==> src/rtl/iso_mon_pkg.sv <==
package iso_mon_pkg;

    localparam int unsigned CMP_W = 16;

    typedef enum logic [1:0] {
        SEL_HOLD = 2'd0,
        SEL_EVEN = 2'd1,
        SEL_ODD  = 2'd2
    } par_cmd_t;

    // bit 0 fifo, bit 1 crc, bit 2 token
    typedef struct packed {
        logic tok_bad;
        logic crc_bad;
        logic fifo_short;
    } drop_cause_t;

    function automatic par_cmd_t decode_par_cmd(input logic want_even, input logic want_odd);
        if (want_odd)
            return SEL_ODD;
        else if (want_even)
            return SEL_EVEN;
        return SEL_HOLD;
    endfunction

    function automatic logic parity_match(input logic sel_odd, input logic frame_lsb);
        return sel_odd == frame_lsb;
    endfunction

    function automatic drop_cause_t classify(input logic [CMP_W-1:0] len,
                                             input logic [CMP_W-1:0] room,
                                             input logic crc_ok,
                                             input logic tok_ok);
        drop_cause_t c;
        c.fifo_short = len > room;
        c.crc_bad    = !crc_ok;
        c.tok_bad    = !tok_ok;
        return c;
    endfunction

endpackage

==> src/rtl/iso_sticky_irq.sv <==
module iso_sticky_irq (
    input  logic clk,
    input  logic rst,
    input  logic raise,
    input  logic clr,
    output logic q
);

    always_ff @(posedge clk) begin
        if (rst)
            q <= 1'b0;
        else if (raise)
            q <= 1'b1;
        else if (clr)
            q <= 1'b0;
    end

    AST_IRQ_RAISE_WINS: assert property (@(posedge clk) disable iff (rst)
        raise |=> q);
    AST_IRQ_CLEARS: assert property (@(posedge clk) disable iff (rst)
        (clr && !raise) |=> !q);
    AST_IRQ_HOLDS: assert property (@(posedge clk) disable iff (rst)
        (!clr && !raise) |=> (q == $past(q)));

endmodule

==> src/rtl/iso_in_bank.sv <==
module iso_in_bank
    import iso_mon_pkg::*;
#(
    parameter int unsigned NUM_EP = 4,
    parameter int unsigned EP_W   = 2
) (
    input  logic              clk,
    input  logic              rst,
    input  logic              frame_lsb,
    input  logic              frame_end,
    input  logic [NUM_EP-1:0] arm,
    input  logic [NUM_EP-1:0] set_even,
    input  logic [NUM_EP-1:0] set_odd,
    input  logic [NUM_EP-1:0] data_loaded,
    input  logic              tok_valid,
    input  logic [EP_W-1:0]   tok_ep,
    input  logic              tok_err,
    output logic [NUM_EP-1:0] en_q,
    output logic [NUM_EP-1:0] odd_q,
    output logic [NUM_EP-1:0] done_q,
    output logic              incomp_raise
);

    logic [NUM_EP-1:0] loaded_q;
    logic [NUM_EP-1:0] due;
    logic [NUM_EP-1:0] hit;

    for (genvar i = 0; i < NUM_EP; i++) begin : g_ep
        logic addressed;
        assign addressed = tok_valid && (tok_ep == EP_W'(i));
        assign due[i]    = en_q[i] && parity_match(odd_q[i], frame_lsb);
        assign hit[i]    = addressed && !tok_err && due[i] && loaded_q[i] && !frame_end;

        always_ff @(posedge clk) begin
            if (rst) begin
                en_q[i]     <= 1'b0;
                odd_q[i]    <= 1'b0;
                done_q[i]   <= 1'b0;
                loaded_q[i] <= 1'b0;
            end else begin
                en_q[i] <= arm[i] | (en_q[i] & ~hit[i]);
                case (decode_par_cmd(set_even[i], set_odd[i]))
                    SEL_ODD:  odd_q[i] <= 1'b1;
                    SEL_EVEN: odd_q[i] <= 1'b0;
                    default:  odd_q[i] <= odd_q[i];
                endcase
                if (frame_end) begin
                    done_q[i]   <= 1'b0;
                    loaded_q[i] <= 1'b0;
                end else begin
                    done_q[i]   <= done_q[i] | hit[i];
                    loaded_q[i] <= (loaded_q[i] & ~hit[i]) | data_loaded[i];
                end
            end
        end

        AST_IN_HIT_DISARMS: assert property (@(posedge clk) disable iff (rst)
            (addressed && !tok_err && en_q[i] && loaded_q[i] && (odd_q[i] == frame_lsb)
             && !frame_end && !arm[i]) |=> (done_q[i] && !en_q[i]));
        AST_IN_ERR_HOLDS: assert property (@(posedge clk) disable iff (rst)
            (addressed && tok_err && !arm[i]) |=> (en_q[i] == $past(en_q[i])));
        AST_IN_SEL_ODD: assert property (@(posedge clk) disable iff (rst)
            set_odd[i] |=> odd_q[i]);
        AST_IN_SEL_EVEN: assert property (@(posedge clk) disable iff (rst)
            (set_even[i] && !set_odd[i]) |=> !odd_q[i]);
        AST_IN_FRAME_WIPE: assert property (@(posedge clk) disable iff (rst)
            frame_end |=> !done_q[i]);
    end

    assign incomp_raise = frame_end && (|due);

endmodule

==> src/rtl/iso_out_bank.sv <==
module iso_out_bank
    import iso_mon_pkg::*;
#(
    parameter int unsigned NUM_EP = 4,
    parameter int unsigned EP_W   = 2,
    parameter int unsigned LEN_W  = 11
) (
    input  logic              clk,
    input  logic              rst,
    input  logic              frame_end,
    input  logic [NUM_EP-1:0] arm,
    input  logic              pkt_valid,
    input  logic [EP_W-1:0]   pkt_ep,
    input  logic [LEN_W-1:0]  pkt_len,
    input  logic              crc_ok,
    input  logic              tok_ok,
    input  logic [LEN_W-1:0]  fifo_free,
    output logic [NUM_EP-1:0] en_q,
    output logic [NUM_EP-1:0] done_q,
    output logic              drop_q,
    output drop_cause_t       cause_q,
    output logic              incomp_raise
);

    drop_cause_t       cause;
    logic              bad;
    logic [NUM_EP-1:0] hit;

    assign cause = classify(CMP_W'(pkt_len), CMP_W'(fifo_free), crc_ok, tok_ok);
    assign bad   = pkt_valid && (cause != '0);

    always_ff @(posedge clk) begin
        if (rst) begin
            drop_q  <= 1'b0;
            cause_q <= '0;
        end else begin
            drop_q  <= bad;
            cause_q <= bad ? cause : '0;
        end
    end

    for (genvar i = 0; i < NUM_EP; i++) begin : g_ep
        logic addressed;
        assign addressed = pkt_valid && (pkt_ep == EP_W'(i));
        assign hit[i]    = addressed && !bad && en_q[i] && !frame_end;

        always_ff @(posedge clk) begin
            if (rst) begin
                en_q[i]   <= 1'b0;
                done_q[i] <= 1'b0;
            end else begin
                en_q[i]   <= arm[i] | (en_q[i] & ~hit[i]);
                done_q[i] <= frame_end ? 1'b0 : (done_q[i] | hit[i]);
            end
        end

        AST_OUT_DROP_NO_DONE: assert property (@(posedge clk) disable iff (rst)
            (addressed && !crc_ok && !frame_end) |=> (done_q[i] == $past(done_q[i])));
        AST_OUT_DROP_KEEPS_ARM: assert property (@(posedge clk) disable iff (rst)
            (addressed && (pkt_len > fifo_free) && en_q[i]) |=> en_q[i]);
        AST_OUT_GOOD_COMPLETES: assert property (@(posedge clk) disable iff (rst)
            (addressed && en_q[i] && crc_ok && tok_ok && (pkt_len <= fifo_free)
             && !frame_end && !arm[i]) |=> (done_q[i] && !en_q[i]));
        AST_OUT_FRAME_WIPE: assert property (@(posedge clk) disable iff (rst)
            frame_end |=> !done_q[i]);
    end

    AST_OUT_CRC_REPORT: assert property (@(posedge clk) disable iff (rst)
        (pkt_valid && !crc_ok) |=> (drop_q && cause_q.crc_bad));
    AST_OUT_QUIET_NO_DROP: assert property (@(posedge clk) disable iff (rst)
        !pkt_valid |=> (!drop_q && (cause_q == '0)));

    assign incomp_raise = frame_end && (|en_q);

endmodule

==> src/rtl/iso_frame_monitor.sv <==
module iso_frame_monitor
    import iso_mon_pkg::*;
#(
    parameter int unsigned NUM_IN   = 4,
    parameter int unsigned NUM_OUT  = 4,
    parameter int unsigned FRAME_W  = 11,
    parameter int unsigned LEN_W    = 11,
    parameter int unsigned IN_EP_W  = $clog2(NUM_IN),
    parameter int unsigned OUT_EP_W = $clog2(NUM_OUT)
) (
    input  logic                clk,
    input  logic                rst,
    input  logic [FRAME_W-1:0]  frame_num,
    input  logic                frame_end,
    input  logic [NUM_IN-1:0]   in_arm,
    input  logic [NUM_IN-1:0]   in_set_even,
    input  logic [NUM_IN-1:0]   in_set_odd,
    input  logic [NUM_IN-1:0]   in_data_loaded,
    input  logic                in_tok_valid,
    input  logic [IN_EP_W-1:0]  in_tok_ep,
    input  logic                in_tok_err,
    input  logic [NUM_OUT-1:0]  out_arm,
    input  logic                out_pkt_valid,
    input  logic [OUT_EP_W-1:0] out_pkt_ep,
    input  logic [LEN_W-1:0]    out_pkt_len,
    input  logic                out_crc_ok,
    input  logic                out_tok_ok,
    input  logic [LEN_W-1:0]    rx_fifo_free,
    input  logic                in_irq_clr,
    input  logic                out_irq_clr,
    output logic [NUM_IN-1:0]   in_enabled,
    output logic [NUM_IN-1:0]   in_odd,
    output logic [NUM_IN-1:0]   in_done,
    output logic [NUM_OUT-1:0]  out_enabled,
    output logic [NUM_OUT-1:0]  out_done,
    output logic                out_drop,
    output logic [2:0]          out_drop_cause,
    output logic                in_incomplete_irq,
    output logic                out_incomplete_irq
);

    logic        in_raise;
    logic        out_raise;
    logic        unused_frame_hi;
    drop_cause_t cause_q;

    assign unused_frame_hi = ^frame_num[FRAME_W-1:1];

    iso_in_bank #(
        .NUM_EP (NUM_IN),
        .EP_W   (IN_EP_W)
    ) u_in_bank (
        .clk          (clk),
        .rst          (rst),
        .frame_lsb    (frame_num[0]),
        .frame_end    (frame_end),
        .arm          (in_arm),
        .set_even     (in_set_even),
        .set_odd      (in_set_odd),
        .data_loaded  (in_data_loaded),
        .tok_valid    (in_tok_valid),
        .tok_ep       (in_tok_ep),
        .tok_err      (in_tok_err),
        .en_q         (in_enabled),
        .odd_q        (in_odd),
        .done_q       (in_done),
        .incomp_raise (in_raise)
    );

    iso_out_bank #(
        .NUM_EP (NUM_OUT),
        .EP_W   (OUT_EP_W),
        .LEN_W  (LEN_W)
    ) u_out_bank (
        .clk          (clk),
        .rst          (rst),
        .frame_end    (frame_end),
        .arm          (out_arm),
        .pkt_valid    (out_pkt_valid),
        .pkt_ep       (out_pkt_ep),
        .pkt_len      (out_pkt_len),
        .crc_ok       (out_crc_ok),
        .tok_ok       (out_tok_ok),
        .fifo_free    (rx_fifo_free),
        .en_q         (out_enabled),
        .done_q       (out_done),
        .drop_q       (out_drop),
        .cause_q      (cause_q),
        .incomp_raise (out_raise)
    );

    assign out_drop_cause = cause_q;

    iso_sticky_irq u_in_irq (
        .clk   (clk),
        .rst   (rst),
        .raise (in_raise),
        .clr   (in_irq_clr),
        .q     (in_incomplete_irq)
    );

    iso_sticky_irq u_out_irq (
        .clk   (clk),
        .rst   (rst),
        .raise (out_raise),
        .clr   (out_irq_clr),
        .q     (out_incomplete_irq)
    );

    AST_IN_INCOMP_RAISE: assert property (@(posedge clk) disable iff (rst)
        (frame_end && |(in_enabled & ~(in_odd ^ {NUM_IN{frame_num[0]}}))) |=> in_incomplete_irq);
    AST_OUT_INCOMP_RAISE: assert property (@(posedge clk) disable iff (rst)
        (frame_end && |out_enabled) |=> out_incomplete_irq);
    AST_DROP_HAS_CAUSE: assert property (@(posedge clk) disable iff (rst)
        out_drop |-> (out_drop_cause != 3'b000));

endmodule

==> config.mk <==
export PLATFORM = sky130hd
export DESIGN_NAME = iso_frame_monitor
export DESIGN_NICKNAME = d
export VERILOG_FILES = /design/src/rtl/iso_mon_pkg.sv /design/src/rtl/iso_sticky_irq.sv /design/src/rtl/iso_in_bank.sv /design/src/rtl/iso_out_bank.sv /design/src/rtl/iso_frame_monitor.sv
export SDC_FILE = /design/constraint.sdc
export NUM_CORES = 1
export LEC_CHECK = 0
export ABC_AREA = 1
export CAP_MARGIN = 20
export CORE_ASPECT_RATIO = 1.4
export CORE_MARGIN = 8
export CORE_UTILIZATION = 45
export DETAILED_ROUTE_END_ITERATION = 10
export DONT_BUFFER_PORTS = 1
export PLACE_DENSITY_LB_ADDON = 0.25
export SLEW_MARGIN = 20
export SYNTH_ARGS = -nofsm -noshare
export SYNTH_HDL_FRONTEND = slang
export SYNTH_SLANG_ARGS = --single-unit
==> constraint.sdc <==
create_clock -name clk -period 4.25 [get_ports clk]
set_input_delay 0.85 -clock clk [delete_from_list [all_inputs] [get_ports clk]]
set_output_delay 0.85 -clock clk [all_outputs]
set_load 0.02 [all_outputs]
# Yosys cells after proc, flatten, opt, wreduce, memory -nomap -nowiden
# Cells that the tools add are included.
# totals
input_bits	67
regBits	30
# classes
bitwise_logic	41
eq_ne	18
n_reduce_logical	61
n_mux	36
n_lt_le_gt_ge	1
# ops
operator	count
$logic_and A1 B1 Y1	43
$mux W2	16
$or A1 B1 Y1	20
$eq A2 B2 Y1 const B	8
$mux W1	16
$and A1 B1 Y1	12
$eq A2 B1 Y1 const B	6
$reduce_bool A2 Y1	6
$gt A11 B11 Y1	1
$not A1 Y1	9
$pmux W1 S2	4
$reduce_or A4 Y1	2
$logic_not A1 Y1	5
$eq A1 B1 Y1	4
$logic_not A2 Y1	2
$reduce_or A2 Y1	2
$reduce_bool A3 Y1	1

# Logic depth before layout (Yosys ltp)
# Gate-level depths: netlist (run 1).
# logic_depth
depth_word	10
ltp_mapped	12

# Hierarchy
# From an unflattened synthesis (run 1), not the netlist that was laid out.
# unflattened
hier_cells	235
area_unflattened_um2	1662.8
# by_module_without_submodules
mod	cells_each	area_each_um2	seq_area_each_um2	n_inst
iso_out_bank	115	810.8	240.2	1
iso_in_bank	110	772.0	320.3	1
iso_sticky_irq	5	40.0	20.0	2

# Worst setup path before layout (run 1)
# No wires, ideal clock.
# synth_path
path_type	input -> register
start	input rx_fifo_free[10]
end	register u_out_bank.en_q[0]
path_stages	12
arrival_time_ps	1809
setup_time_ps	132
t_required_ps	4118
setup_slack_ps	2309
cell_sequence	inv_1 > ha_1 > nand2_1 > inv_2 > nand2_2 > inv_1 > nand2_1 > nand3_2 > nand2_4 > nand3_2 > nand2_1 > a21oi_2
# synth_via
elab_chain_len	10
# synth_lines
element	line_no	source
start, declared	iso_frame_monitor.sv:28	input logic [LEN_W-1:0] rx_fifo_free,
$gt A11 B11 Y1	iso_mon_pkg.sv:35	c.fifo_short = len > room;
$reduce_bool A3 Y1	iso_out_bank.sv:30	assign bad = pkt_valid && (cause != '0);
$logic_and A1 B1 Y1	iso_out_bank.sv:30	
$logic_not A1 Y1	iso_out_bank.sv:45	assign hit[i] = addressed && !bad && en_q[i] && !frame_end;
$logic_and A1 B1 Y1 (3 in a row)	iso_out_bank.sv:45	
$not A1 Y1	iso_out_bank.sv:52	en_q[i] <= arm[i] | (en_q[i] & ~hit[i]);
$and A1 B1 Y1	iso_out_bank.sv:52	
$or A1 B1 Y1	iso_out_bank.sv:52	
end signal, assigned by index	iso_out_bank.sv:52	
end, declared	iso_out_bank.sv:18	output logic [NUM_EP-1:0] en_q,
# Every way passes these cells.
# A chain may end at the register's enable or synchronous reset.

# Worst setup path in the final report (run 1)
# layout_path
start	input rx_fifo_free[10]
end	register u_out_bank.en_q[2]
# The elaborated chain is that of the path after synthesis.

==> impl_metrics.env, run 1 <==
export IMPL_cts_setup_buffers=0
export IMPL_cts_made_buffers=5
export IMPL_ys_dominant_reg_cell="dfxtp_1"
export IMPL_clk_pin_slew_ps=60
export IMPL_synthTopCellsByCount="inv_1 (39), nand2_1 (35), dfxtp_1 (30), a21oi_1 (27), nor2_1 (25)"
export IMPL_root_buffer="clkbuf_8"
export IMPL_min_period_over_period=0.407
export IMPL_final_min_clock_period_ps=1730
export IMPL_slew_viol_final=0
export IMPL_synthToLayoutAreaGrowth_pct=10.2
export IMPL_drive_gt1_frac=0.118
export IMPL_synth_top_area_frac=0.399
export IMPL_die_area_mm2=0.00548
export IMPL_worst_pin_slew_ps=437
export IMPL_drt_initial_drc_count=129
export IMPL_grt_first_pass_wirelength_um=5630
export IMPL_hold_slack_ps=484
export IMPL_critPathLaunchType="input port"
export IMPL_netlist_instances=206
export IMPL_criticalPathCategory="input port to register"
export IMPL_clock_path_buffers=2
export IMPL_postSynthAreaPerCell_um2=7.31
export IMPL_yosys_cell_types_count=24
export IMPL_dp_hpwl_um=2950
export IMPL_vdd_drop_max_v=0.000310
export IMPL_hold_path_class="register to register"
export IMPL_via_per_inst=5.13
export IMPL_status="completed"
export IMPL_num_vias=1287
export IMPL_ctsResizeCount=0
export IMPL_wl_per_cell_um=14.1
export IMPL_ys_warn_count=0
export IMPL_start_util=0.458
export IMPL_fin_setup_tns_ps=0
export IMPL_grt_max_degree=16
export IMPL_synth_area_leaders="dfxtp_1 (40%), inv_1 (9.7%), ha_1 (9.1%)"
export IMPL_cts_sinks=30
export IMPL_powerDensity_mw_per_mm2=405
export IMPL_max_freq_ghz=0.578
export IMPL_syn_num_nets=284
export IMPL_antenna_found_initial=0
export IMPL_setup_violations=0
export IMPL_grt_usage=0.133
export IMPL_cts_tree="done"
export IMPL_n_fill_cell=336
export IMPL_hold_buffers=0
export IMPL_switching_share=0.245
export IMPL_p_sw_w=0.000164
export IMPL_ios=93
export IMPL_portBuffers=0
export IMPL_rsz0062_at_grt="no"
export IMPL_synth_most_common_cell="inv_1"
export IMPL_clock_skew_ps=2.79
export IMPL_final_nets=289
export IMPL_cellLeakagePower_nw=0.795
export IMPL_async_flop_share=0
export IMPL_grt_overflow_total=0
export IMPL_power_share_clock=0.431
export IMPL_ctsHtreeMaxLevel=2
export IMPL_ant_nets=0
export IMPL_drt_total_wl_um=3540
export IMPL_synth_seq_cells=30
export IMPL_cellInternalPower_w=0.000508
export IMPL_synth_top_area_cell="dfxtp_1"
export IMPL_worstPathRequired_ps=4420
export IMPL_place_area_mm2=0.00155
export IMPL_insertion_delay_ps=280
export IMPL_core_area_mm2=0.00328
export IMPL_dieHeight_um=84.4
export IMPL_totalPowerFinal_w=0.000672
export IMPL_rows=25
export IMPL_relSlewSlack=0.708
export IMPL_die_w_um=64.9
export IMPL_drc=0
export IMPL_comb_power_share=0.094
export IMPL_finalHoldViolations=0
export IMPL_first_pass_iters=5
export IMPL_arrival_ps=1900
export IMPL_ff2ff_setup_slack_ps=2890
export IMPL_syn_area_mm2=0.00151
export IMPL_finalWeightedCongestion=0.787
export IMPL_pwr_share_seq=0.475
export IMPL_grt_pass1_vias=1265
export IMPL_synth_edf_count=0
export IMPL_end_kind="register"
export IMPL_path_max_fanout=6
export IMPL_antenna_cells=0
export IMPL_max_cap_violations=0
export IMPL_yosysSeqAreaShare=0.399
export IMPL_final_area_mm2=0.00166
cells in the final DEF, fill, tap and decap left out:
cell and instances:
a21oi_2 2, nor2_1 25, nor3_1 3, nand4_2 1, nand4_1 1, nand3_2 6
bufinv_16 1, nand3b_1 2, dfxtp_1 30, nand2_1 35, o21ai_0 2, o41ai_1 1
a21oi_1 27, nand2_2 2, nor2_2 1, or2_1 1, inv_2 4, ha_1 11
inv_1 39, nand2_4 1, nand3_1 8, clkbuf_8 6, o31ai_1 1, and3_2 1
power groups by stage:
stage / Sequential, W / Combinational, W / Clock [W]
final: 0.000320 / 0.0000630 / 0.000290
after global routing: 0.000322 / 0.0000745 / 0.000313
after CTS: 0.000320 / 0.0000646 / 0.000298
after detailed placement: 0.000327 / 0.0000644 / 0
after global placement: 0.000326 / 0.0000625 / 0
after floorplan: 0.000322 / 0.0000557 / 0
worst max-delay path, cell delays in order:
cell and delay (ps):
inv_1 20, ha_1 280, nand2_1 90, inv_2 40
nand2_2 60, inv_1 60, nand2_1 80, nand3_2 100
nand2_4 120, nand3_2 80, nand2_1 80, a21oi_2 50
worst paths after layout:
kind                         startpoint                    end  cells after the start
hold / removal    u_in_bank.loaded_q[0]  u_in_bank.loaded_q[0]                      2
hold reg to reg   u_in_bank.loaded_q[0]  u_in_bank.loaded_q[0]                      2
setup reg to reg     u_in_bank.odd_q[2]  u_in_bank.loaded_q[2]                      7
setup / recovery       rx_fifo_free[10]     u_out_bank.en_q[2]                     12
layer usage:
| metal | routed length [um] | GRT usage | vias to the layer above |
|---|---|---|---|
| met1 | 1270 | 0.122 | 565 |
| met2 | 1730 | 0.220 | 61 |
| met5 | 0 | 0 | - |
| met3 | 470 | 0.0839 | 5 |
| li1 | - | - | 656 |
| met4 | 75 | 0.0697 | 0 |
stage by stage:
| stage | util | setup slack [ps] | std cells |
|---|---|---|---|
| 3_5_place_dp | 0.471 | 2230 | 244 |
| 4_1_cts | 0.505 | 2530 | 251 |
| 5_1_grt | 0.505 | 2420 | 251 |
| 3_3_place_gp | 0.471 | 2240 | 244 |
| 2_1_floorplan | - | 2310 | 206 |
| 6_report | 0.505 | 2520 | 251 |
kinds of logic after synthesis:
logic type | count (synthesis) | share of synthesized area
adder cells (fa/ha/maj) | 11 | 0.0914
AO/OA/AOI/OAI | 33 | 0.119
AND/OR/NAND/NOR | 87 | 0.278
buffers and inverters | 45 | 0.113
flip-flops | 30 | 0.399
registers in the layout, summed over array words and instances, names as in the netlist, 3 cells and up:
| register | count |
|---|---|
| u_in_bank.loaded_q | 4 |
| u_in_bank.odd_q | 4 |
| u_out_bank.en_q | 4 |
| u_out_bank.done_q | 4 |
| u_in_bank.en_q | 4 |
| u_out_bank.cause_q | 3 |
| u_in_bank.done_q | 4 |
cell type report:
cell class / instances / area [um2] / area share
Clock buffer: 6 / 82.6 / 0.0498
Clock inverter: 1 / 30.0 / 0.0181
Inverter: 43 / 161 / 0.0973
Multi-Input combinational cell: 131 / 734 / 0.443
Sequential cell: 30 / 601 / 0.362
Tap cell: 40 / 50.0 / 0.0302
No activity file was read; power rests on OpenSTA's default activity.
==> run 2, diff against run 1 <==
==> constraint.sdc (replaced) <==
create_clock -name clk -period 1.4 [get_ports clk]
set_input_delay 0.28 -clock clk [delete_from_list [all_inputs] [get_ports clk]]
set_output_delay 0.28 -clock clk [all_outputs]
set_load 0.02 [all_outputs]
==> impl_metrics.env, run 2 (synthesis gave the netlist of run 1 again) <==
export IMPL_status="completed"
export IMPL_start_util=0.458
export IMPL_final_min_clock_period_ps=1180
export IMPL_finalHoldViolations=0
export IMPL_critPathLaunchType="register"
export IMPL_hold_slack_ps=58.3
export IMPL_drt_initial_drc_count=81
export IMPL_cts_made_buffers=5
export IMPL_num_vias=1313
export IMPL_rows=25
export IMPL_end_kind="register"
export IMPL_drive_gt1_frac=0.161
export IMPL_hold_path_class="input port to register"
export IMPL_final_nets=300
export IMPL_finalWeightedCongestion=0.751
export IMPL_grt_usage=0.129
export IMPL_ctsResizeCount=0
export IMPL_cts_sinks=30
export IMPL_ios=93
export IMPL_grt_max_degree=16
export IMPL_max_cap_violations=0
export IMPL_criticalPathCategory="register to register"
export IMPL_die_w_um=64.9
export IMPL_grt_pass1_vias=1271
export IMPL_cts_tree="done"
export IMPL_setup_violations=0
export IMPL_wl_per_cell_um=13.8
export IMPL_worst_pin_slew_ps=430
export IMPL_most_common_layout_cells="inv_1 (39), nand2_1 (35), dfxtp_1 (30)"
export IMPL_max_freq_ghz=0.850
export IMPL_portBuffers=0
export IMPL_worstPathRequired_ps=1550
export IMPL_cellLeakagePower_nw=0.842
export IMPL_grt_overflow_total=0
export IMPL_powerDensity_mw_per_mm2=1100
export IMPL_via_per_inst=4.99
export IMPL_min_period_over_period=0.840
export IMPL_antenna_found_initial=0
export IMPL_ant_nets=0
export IMPL_vdd_drop_max_v=0.000872
export IMPL_clock_skew_ps=5.28
export IMPL_hold_buffers=0
export IMPL_clk_pin_slew_ps=60
export IMPL_dp_cells=255
export IMPL_relSlewSlack=0.713
export IMPL_rsz0062_at_grt="no"
export IMPL_path_max_fanout=3
export IMPL_antenna_cells=0
export IMPL_instances_no_fill=263
export IMPL_clock_path_buffers=2
export IMPL_ctsHtreeMaxLevel=2
export IMPL_slew_viol_final=0
export IMPL_insertion_delay_ps=270
export IMPL_first_pass_iters=4
export IMPL_synthToLayoutAreaGrowth_pct=14.3
export IMPL_drt_total_wl_um=3630
export IMPL_grt_first_pass_wirelength_um=5540
export IMPL_arrival_ps=1330
export IMPL_root_buffer="clkbuf_8"
export IMPL_final_common_cell="inv_1"
export IMPL_dieHeight_um=84.4
export IMPL_drc=0
export IMPL_fin_setup_tns_ps=0
export IMPL_totalPowerFinal_w=0.00190
export IMPL_die_area_mm2=0.00548
export IMPL_core_area_mm2=0.00328
export IMPL_dp_hpwl_um=3040
export IMPL_cts_setup_buffers=0
[run 2: power breakdown]
| part | switching [W] | total [W] | leakage (nW) | internal (W) |
|---|---|---|---|---|
| registers | 0.0000478 | 0.000942 | 0.247 | 0.000894 |
| clock network | 0.000305 | 0.000700 | 0.0482 | 0.000396 |
| logic | 0.000148 | 0.000253 | 0.546 | 0.000105 |
[run 2: final cells by class]
| class | count | area, um2 |
|---|---|---|
| tap | 40 | 50.0 |
| inverter | 43 | 161 |
| multi-input combinational | 131 | 734 |
| clock buffer | 7 | 86.3 |
| sequential | 30 | 601 |
| timing repair buffer | 11 | 82.6 |
| clock inverter | 1 | 5.00 |
| fill | 334 | 1560 |
[run 2: through the flow]
step	util	instance area (um2)	setup slack, ps
final	0.524	1720	224
after global routing	0.524	1720	74.3
after CTS	0.524	1720	217
after detailed placement	0.496	1630	-54.2
after global placement	0.496	1630	-35.0
after floorplan	-	1510	28.8
[run 2: worst paths after layout]
| path | slack, ps | end | from | cells after the start |
|---|---|---|---|---|
| max reg2reg | 220 | u_in_bank.loaded_q[2] | u_in_bank.odd_q[2] | 7 |
| min | 60 | u_out_bank.en_q[0] | rst | 1 |
| max | 220 | u_in_bank.loaded_q[2] | u_in_bank.odd_q[2] | 7 |
| min reg2reg | 490 | u_in_bank.loaded_q[1] | u_in_bank.loaded_q[1] | 2 |
[run 2: per-layer routing]
metal / vias up / track usage / wire [um]
met4: 0 / 0.0538 / 38
met1: 571 / 0.126 / 1360
met3: 4 / 0.0759 / 444
met5: - / 0 / 0
met2: 56 / 0.214 / 1780
li1: 682 / - / -
[run 2: critical path, cell delays in order (launching register included)]
cell and delay, ps:
dfxtp_1 350, inv_1 60, nand2_1 60, nand3_1 90, nor3_1 150, nand3_1 150, a21oi_1 150, nor2_1 50
==> run 3, diff against run 2 <==
==> constraint.sdc (replaced) <==
create_clock -name clk -period 1 [get_ports clk]
set_input_delay 0.2 -clock clk [delete_from_list [all_inputs] [get_ports clk]]
set_output_delay 0.2 -clock clk [all_outputs]
set_load 0.02 [all_outputs]
==> impl_metrics.env, run 3 (synthesis gave the netlist of run 1 again) <==
export IMPL_wl_per_cell_um=17.4
export IMPL_core_area_mm2=0.00328
export IMPL_worstPathRequired_ps=1170
export IMPL_cts_made_buffers=5
export IMPL_grt_first_pass_wirelength_um=7160
export IMPL_antenna_found_initial=0
export IMPL_final_nets=313
export IMPL_clock_skew_ps=5.71
export IMPL_ios=93
export IMPL_insertion_delay_ps=280
export IMPL_die_w_um=64.9
export IMPL_portBuffers=0
export IMPL_cellLeakagePower_nw=0.943
export IMPL_slew_viol_final=0
export IMPL_antenna_cells=0
export IMPL_die_area_mm2=0.00548
export IMPL_violations="negative hold slack, negative setup slack"
export IMPL_drc=0
export IMPL_setup_violations=20
export IMPL_hold_path_class="input port to register"
export IMPL_criticalPathCategory="register to register"
export IMPL_path_max_fanout=3
export IMPL_grt_pass1_vias=1511
export IMPL_drive_gt1_frac=0.538
export IMPL_met2WireLength_um=2600
export IMPL_status="finished with violations"
export IMPL_drt_initial_drc_count=85
export IMPL_fin_setup_tns_ps=-1090
export IMPL_dieHeight_um=84.4
export IMPL_cts_tree="done"
export IMPL_grt_max_degree=16
export IMPL_clk_pin_slew_ps=70
export IMPL_highest_layer="met4"
export IMPL_worst_pin_slew_ps=405
export IMPL_hold_buffers=2
export IMPL_critPathLaunchType="register"
export IMPL_vdd_drop_max_v=0.00121
export IMPL_num_vias=1473
export IMPL_drt_total_wl_um=4810
export IMPL_worst_slack_ps=-134
export IMPL_min_period_over_period=1.13
export IMPL_end_kind="register"
export IMPL_start_util=0.458
export IMPL_synthToLayoutAreaGrowth_pct=51.4
export IMPL_finalHoldViolations=14
export IMPL_ctsHtreeMaxLevel=2
export IMPL_first_pass_iters=4
export IMPL_most_common_layout_cells="inv_1 (24), nor2_1 (22), nand2_1 (21)"
export IMPL_max_freq_ghz=0.882
export IMPL_grt_overflow_total=0
export IMPL_via_per_inst=5.34
export IMPL_clock_path_buffers=2
export IMPL_cts_sinks=30
export IMPL_final_min_clock_period_ps=1130
export IMPL_hold_slack_ps=-39.5
export IMPL_finalWeightedCongestion=0.846
export IMPL_drt_met1_wl_um=1550
export IMPL_totalPowerFinal_w=0.00294
export IMPL_powerDensity_mw_per_mm2=1290
export IMPL_relSlewSlack=0.729
export IMPL_dp_cells=261
export IMPL_wl_met3_um=493
export IMPL_rows=25
export IMPL_max_cap_violations=0
export IMPL_root_buffer="clkbuf_8"
export IMPL_arrival_ps=1300
export IMPL_dp_hpwl_um=3510
export IMPL_final_common_cell="inv_1"
export IMPL_grt_usage=0.165
export IMPL_rsz0062_at_grt="yes"
export IMPL_ant_nets=0
export IMPL_ff2ff_setup_slack_ps=-130
export IMPL_instances_no_fill=276
-- run 3: cell count changes in the layout (fill, tap and decap cells not counted), sizes merged --
| cell | previous run | this run |
|---|---|---|
| inv | 43 | 44 |
| buf | 11 | 22 |
| dlygate4sd3 | 0 | 2 |
| clkbuf | 7 | 6 |
-- run 3: cell type report --
| cell class | instances | area [um2] |
|---|---|---|
| Clock buffer | 6 | 82.6 |
| Clock inverter | 2 | 11.3 |
| Fill cell | 260 | 1010 |
| Inverter | 43 | 211 |
| Multi-Input combinational cell | 131 | 1070 |
| Sequential cell | 30 | 641 |
| Tap cell | 40 | 50.0 |
| Timing Repair Buffer | 24 | 211 |
-- run 3: stage by stage --
step / setup WS, ps / util / area, um2
final: -134 / 0.694 / 2280
after global routing: -222 / 0.694 / 2280
after CTS: -192 / 0.654 / 2150
after detailed placement: -350 / 0.566 / 1860
after global placement: -318 / 0.566 / 1860
after floorplan: -238 / - / 1690
-- run 3: critical path, stage by stage (launching register included) --
cell	delay (ps)
dfxtp_4	350
nand2_1	110
nand3_4	110
nor3_4	140
nand3_2	130
a21oi_2	140
nor2_1	50
-- run 3: power breakdown --
part | switching, W | internal [W]
Sequential | 0.0000738 | 0.00125
Combinational | 0.000317 | 0.000291
Clock | 0.000458 | 0.000554
Total | 0.000849 | 0.00209
-- run 3: worst paths after layout --
| check | start | end | cells after the start |
|---|---|---|---|
| setup / recovery | u_in_bank.odd_q[2] | u_in_bank.en_q[2] | 6 |
| hold reg to reg | u_out_bank.en_q[2] | u_out_bank.en_q[2] | 2 |
| setup reg to reg | u_in_bank.odd_q[2] | u_in_bank.en_q[2] | 6 |
| hold / removal | rst | u_out_bank.en_q[3] | 1 |
-- run 3: metal layers --
layer	vias up	global-route usage
met2	69	0.305
met1	675	0.147
met5	-	0
li1	713	-
met3	16	0.0706
met4	0	0.0797
-- run 3: timing repair --
action | in CTS | in global routing
pin swaps | 19 | 20
hold endpoints to repair | 16 | 14
endpoints found under the setup margin | 24 | 31
buffers inserted | 4 | 1
resized for setup | 40 | 35
